--- config.mk ---
export PLATFORM = sky130hd
export DESIGN_NAME = adc_result_latch
export DESIGN_NICKNAME = d
export VERILOG_FILES = /design/src/rtl/adc_rl_pkg.sv /design/src/rtl/adc_rl_lock.sv /design/src/rtl/adc_rl_store.sv /design/src/rtl/adc_rl_flag.sv /design/src/rtl/adc_rl_fmt.sv /design/src/rtl/adc_result_latch.sv
export SDC_FILE = /design/constraint.sdc
export NUM_CORES = 1
export LEC_CHECK = 0
export CORE_MARGIN = 2
export CORE_UTILIZATION = 25
export DETAILED_ROUTE_END_ITERATION = 8
export GPL_ROUTABILITY_DRIVEN = 0
export PLACE_DENSITY = 0.59
export RECOVER_POWER = 50
export REMOVE_ABC_BUFFERS = 1
export SLEW_MARGIN = 20
export SYNTH_ARGS = -nofsm -noshare
export SYNTH_HDL_FRONTEND = slang
export SYNTH_SLANG_ARGS = --single-unit
--- constraint.sdc ---
create_clock -name clk -period 1.3 [get_ports clk]
set_clock_uncertainty 0.15 [all_clocks]
set_input_delay 0.13 -clock clk [delete_from_list [all_inputs] [get_ports clk]]
set_output_delay 0.13 -clock clk [all_outputs]
set_load 0.02 [all_outputs]
--- src/rtl/adc_rl_pkg.sv ---
package adc_rl_pkg;

  localparam int unsigned BYTE_W = 8;
  localparam int unsigned PAIR_W = 2 * BYTE_W;

  // Place a raw sample inside the 16-bit byte pair. Left placement shifts the
  // sample up so its top bits fill the upper byte; unused bits become zero.
  function automatic logic [PAIR_W-1:0] place_result(
    input logic [PAIR_W-1:0] raw,
    input logic              left,
    input int unsigned       res_w
  );
    logic [PAIR_W-1:0] placed;
    if (left) placed = raw << (PAIR_W - res_w);
    else      placed = raw;
    return placed;
  endfunction

  // Mask of the padding bits that must read zero in a given placement.
  function automatic logic [PAIR_W-1:0] pad_mask(
    input logic        left,
    input int unsigned res_w
  );
    logic [PAIR_W-1:0] ones;
    ones = '1;
    if (left) return ones >> res_w;
    return ones << res_w;
  endfunction

endpackage

--- src/rtl/adc_rl_lock.sv ---
module adc_rl_lock (
  input  logic clk,
  input  logic rst_n,
  input  logic rd_lo,
  input  logic rd_hi,
  output logic blocked,
  output logic locked
);

  logic locked_q;

  // A low-byte read blocks in its own cycle; the state persists until a high read.
  assign blocked = locked_q | rd_lo;
  assign locked  = locked_q;

  always_ff @(posedge clk or negedge rst_n) begin
    if (!rst_n)     locked_q <= 1'b0;
    else if (rd_hi) locked_q <= 1'b0;
    else if (rd_lo) locked_q <= 1'b1;
  end

  // a lone low read closes the interlock
  a_r6_lock_closes: assert property (@(posedge clk) disable iff (!rst_n)
    rd_lo && !rd_hi |=> locked_q);
  // any high read opens it
  a_r7_hi_opens: assert property (@(posedge clk) disable iff (!rst_n)
    rd_hi |=> !locked_q);
  // without a low read the interlock never closes
  a_r8_no_spurious_lock: assert property (@(posedge clk) disable iff (!rst_n)
    !locked_q && !rd_lo |=> !locked_q);

endmodule

--- src/rtl/adc_rl_store.sv ---
module adc_rl_store #(
  parameter int unsigned RES_W = 10
) (
  input  logic             clk,
  input  logic             rst_n,
  input  logic             wr_en,
  input  logic [RES_W-1:0] din,
  output logic [RES_W-1:0] dout
);

  logic [RES_W-1:0] sample_q;

  always_ff @(posedge clk or negedge rst_n) begin
    if (!rst_n)     sample_q <= '0;
    else if (wr_en) sample_q <= din;
  end

  assign dout = sample_q;

  // nothing enters the register without a write grant
  a_r6_hold_without_write: assert property (@(posedge clk) disable iff (!rst_n)
    !wr_en |=> $stable(sample_q));
  // a granted write lands the sample
  a_r5_write_lands: assert property (@(posedge clk) disable iff (!rst_n)
    wr_en |=> sample_q == $past(din));

endmodule

--- src/rtl/adc_rl_flag.sv ---
module adc_rl_flag (
  input  logic clk,
  input  logic rst_n,
  input  logic set,
  input  logic clr,
  output logic flag
);

  logic flag_q;

  // Set wins over clear.
  always_ff @(posedge clk or negedge rst_n) begin
    if (!rst_n)   flag_q <= 1'b0;
    else if (set) flag_q <= 1'b1;
    else if (clr) flag_q <= 1'b0;
  end

  assign flag = flag_q;

  // every completion raises the flag
  a_r9_flag_sets: assert property (@(posedge clk) disable iff (!rst_n)
    set |=> flag_q);
  // an unopposed clear drops it
  a_r10_flag_clears: assert property (@(posedge clk) disable iff (!rst_n)
    clr && !set |=> !flag_q);
  // the flag only rises on a completion
  a_r10_no_spurious_set: assert property (@(posedge clk) disable iff (!rst_n)
    !set && !flag_q |=> !flag_q);

endmodule

--- src/rtl/adc_rl_fmt.sv ---
module adc_rl_fmt #(
  parameter int unsigned RES_W = 10
) (
  input  logic             left,
  input  logic [RES_W-1:0] sample,
  output logic [7:0]       hi,
  output logic [7:0]       lo
);
  import adc_rl_pkg::*;

  logic [PAIR_W-1:0] pair;

  always_comb begin
    pair = place_result(PAIR_W'(sample), left, RES_W);
    hi   = pair[PAIR_W-1:BYTE_W];
    lo   = pair[BYTE_W-1:0];
  end

endmodule

--- src/rtl/adc_result_latch.sv ---
module adc_result_latch #(
  parameter int unsigned RES_W = 10
) (
  input  logic             clk,
  input  logic             rst_n,
  input  logic             cvt_done,
  input  logic [RES_W-1:0] res_in,
  input  logic             align_left,
  input  logic             rd_lo,
  input  logic             rd_hi,
  input  logic             irq_clr,
  output logic [7:0]       lo_byte,
  output logic [7:0]       hi_byte,
  output logic             irq_flag
);
  import adc_rl_pkg::*;

  // Named internal events, brought out for the assertions
  logic             blocked;
  logic             locked;
  logic             accept;
  logic             dropped;
  logic [RES_W-1:0] stored;

  assign accept  = cvt_done & ~blocked;
  assign dropped = cvt_done &  blocked;

  adc_rl_lock u_lock (
    .clk     (clk),
    .rst_n   (rst_n),
    .rd_lo   (rd_lo),
    .rd_hi   (rd_hi),
    .blocked (blocked),
    .locked  (locked)
  );

  adc_rl_store #(.RES_W(RES_W)) u_store (
    .clk   (clk),
    .rst_n (rst_n),
    .wr_en (accept),
    .din   (res_in),
    .dout  (stored)
  );

  adc_rl_flag u_flag (
    .clk   (clk),
    .rst_n (rst_n),
    .set   (cvt_done),
    .clr   (irq_clr),
    .flag  (irq_flag)
  );

  adc_rl_fmt #(.RES_W(RES_W)) u_fmt (
    .left   (align_left),
    .sample (stored),
    .hi     (hi_byte),
    .lo     (lo_byte)
  );

  // a dropped sample leaves the stored value alone
  a_r6_drop_keeps: assert property (@(posedge clk) disable iff (!rst_n)
    dropped |=> $stable(stored));
  // while the interlock is held, the bytes cannot move unless the format does
  a_r6_locked_bytes_frozen: assert property (@(posedge clk) disable iff (!rst_n)
    locked && $stable(align_left) |=> $stable(align_left) |-> $stable({hi_byte, lo_byte}) || !$past(locked));
  // padding bits of the active placement read zero
  a_r2_r3_pad_zero: assert property (@(posedge clk) disable iff (!rst_n)
    ({hi_byte, lo_byte} & pad_mask(align_left, RES_W)) == '0);
  // a dropped sample still raises the flag
  a_r9_drop_flags: assert property (@(posedge clk) disable iff (!rst_n)
    dropped |=> irq_flag);

  initial begin
    if (RES_W <= BYTE_W || RES_W > PAIR_W)
      $error("adc_result_latch: RES_W out of range");
  end

endmodule

==> results.ini <==
[synth]
synth_most_common_cell=mux2_2
synth.avg_cell_area_um2=12.8
syn_inst=46
yosysTopAreaCellShare=0.512
synth_commonest_cells=mux2_2, dfrtp_1, and2_1, nor2b_1, nor2_1
synth.area.top_cells=dfrtp_1, mux2_2, and2_1
async_flop_share=1.00
netlist_area_um2=587
synth_seq_cells=12
synth_edf_count=0
ys.flop_type=dfrtp_1
synth.distinct_cells=11
netlist.top_cell.by_area=dfrtp_1
yosysSeqAreaShare=0.512
yosysWarnings=0

[floorplanning]
fp.dieH_um=52.5
start_util=0.265
core_area_um2=2210
floorplan.die_area_um2=2750
ios=34
rows=17
die_w_um=52.5

[routing]
avgRoutedWirePerCell_um=12.2
vias_per_cell=4.26
drc=0
drt-total-wl_um=1430
drtAntennaViolNets=0
vias=498
drtPass1Iterations=4
first_iter_violations=4

[flow_run]
max-cap-violations=0

[timing]
max_freq_ghz=0.722
drv_slew=0
finalSetupViolCount=14
fin_crit_ns=1.38
fin_setup_tns_ns=-1.01
post-route-period-util=1.07
max_slew_margin=0.552
finalHoldViolations=0
rsz0062_at_grt=true
fin_ws_ns=-0.0850
worst_pin_slew_ns=0.672

[pwr]
p_total_mw=1.27
p_comb_frac=0.392
p_switching_mw=0.369
peakVddDrop_v=0.000752
pwr-share-clk=0.231
internal_power_mw=0.905
p_seq_frac=0.378
p_per_area_nw_per_um2=1240
sw_frac_of_total=0.290
p_leak_nw=0.506

[place]
place.port_buffers=33
dp_hpwl_um=1020
dp.cells=110

[grt]
met2_usage=0.202
grt.busiest_layer=met2
grt_use_met3=0.0229
use_met1=0.155
antenna_found_initial=0
grt_max_degree=13
grt_pass1_vias=528
grt_pass1_wl_um=2440
grt_usage=0.120
gr-total-overflow=0

[clocking]
clk_pin_slew_ns=0.08
clockBufferDepth=2
cts-root-buf=clkbuf_4
numCtsBuffers=3
hold_buffers=0
cts_sinks=12
cts_tree=yes
clk_latency_ns=0.26
cts_max_level=1

[setup_path]
path_cells=nor3b_2 > buf_4 > mux2_4
critical_path.startpoint_type=register
path_max_fanout=5
cp_data_arrival_time_ns=1.39
cp-end-kind=register
cp_top_family=flip-flops
cp.required_ns=1.30
critPathBufInv=1
crit_type=register to register
slowest_stage=dfrtp_1
max_stage_delay_ns=0.39

[finish]
fillers=232
area_growth_pct=75.7
antennaDiodeCount=0
fin_cells=117
fin_nets=107
layout-drive-gt1-share=0.494

[run_status]
violations=setup timing
status=complete, but fails checks

[worst_hold_path]
hold_class=input port to register

-- cell type report --
class / instances / area [um^2] / share of cell area
clock buffers: 4 / 36.3 / 0.0352
inverters: 1 / 3.75 / 0.00364
multi-input cells: 30 / 314 / 0.305
flip-flops and latches: 12 / 300 / 0.291
well taps: 28 / 35.0 / 0.0340
repair buffers: 42 / 342 / 0.331
-- routing by layer --
layer,vias to the layer above,share of wire
met5,-,0
met4,0,0.0063
met3,2,0.070
met2,23,0.46
met1,237,0.46
li1,236,-
-- repair_timing --
item / in CTS / in global routing
pin swaps: 0 / 1
cloned: 1 / 0
setup endpoints to repair: 27 / 17
hold endpoints to repair: 0 / 0
resized for setup: 76 / 15
buffers inserted: 0 / 2
-- cells in the final DEF, fill, tap and decap left out, drive strengths merged --
master	n
a21o	1
and2	6
buf	24
clkbuf	5
clkdlybuf4s15	1
clkdlybuf4s50	14
dfrtp	12
dlygate4sd2	1
dlygate4sd3	1
inv	1
mux2	14
nor2	2
nor2b	6
nor3b	1
-- worst register-to-register path: stages (launching register included) --
cell	delay (ns)
dfrtp_1	0.39
nor3b_2	0.23
buf_4	0.20
mux2_4	0.30
-- cell families after synthesis --
group / share of synthesized area
buffers and inverters: 0.0426
flip-flops: 0.512
AND/OR/NAND/NOR: 0.162
multiplexers: 0.269
AO/OA/AOI/OAI: 0.0149
-- stage by stage --
step / setup WS, ns / hold WS, ns / utilization / instance area (um^2)
after floorplan: -0.212 / -0.316 / - / 566
after global placement: -0.624 / 0.302 / 0.441 / 976
after detailed placement: -0.623 / 0.306 / 0.441 / 976
after CTS: -0.0789 / 0.0111 / 0.438 / 968
after global routing: -0.154 / 0.232 / 0.466 / 1030
final: -0.0850 / 0.234 / 0.466 / 1030
-- path summary, 6_finish.rpt --
check,start,end,slack [ns],cells past startpoint
max,u_lock.locked,u_store.dout[6],-0.08,3
min,rd_hi,u_lock.locked,0.23,2
max reg2reg,u_lock.locked,u_store.dout[6],-0.08,3
min reg2reg,u_flag.flag,u_flag.flag,0.35,1
max in group asynchronous,rst_n,u_store.dout[0],0.32,2
min in group asynchronous,rst_n,u_store.dout[4],0.26,2
-- power groups by stage --
stage	Combinational (mW)	Sequential (mW)	Clock (mW)
detailed placement	0.463	0.484	0
CTS	0.435	0.479	0.305
global placement	0.461	0.482	0
finish	0.499	0.481	0.294
floorplan	0.229	0.475	0
global route	0.539	0.492	0.333
-- registers in the layout, summed over array words and instances (netlist names) --
register	cells
u_store.dout	10
u_lock.locked	1
u_flag.flag	1
Note: power is estimated with default switching activity, not from simulation.
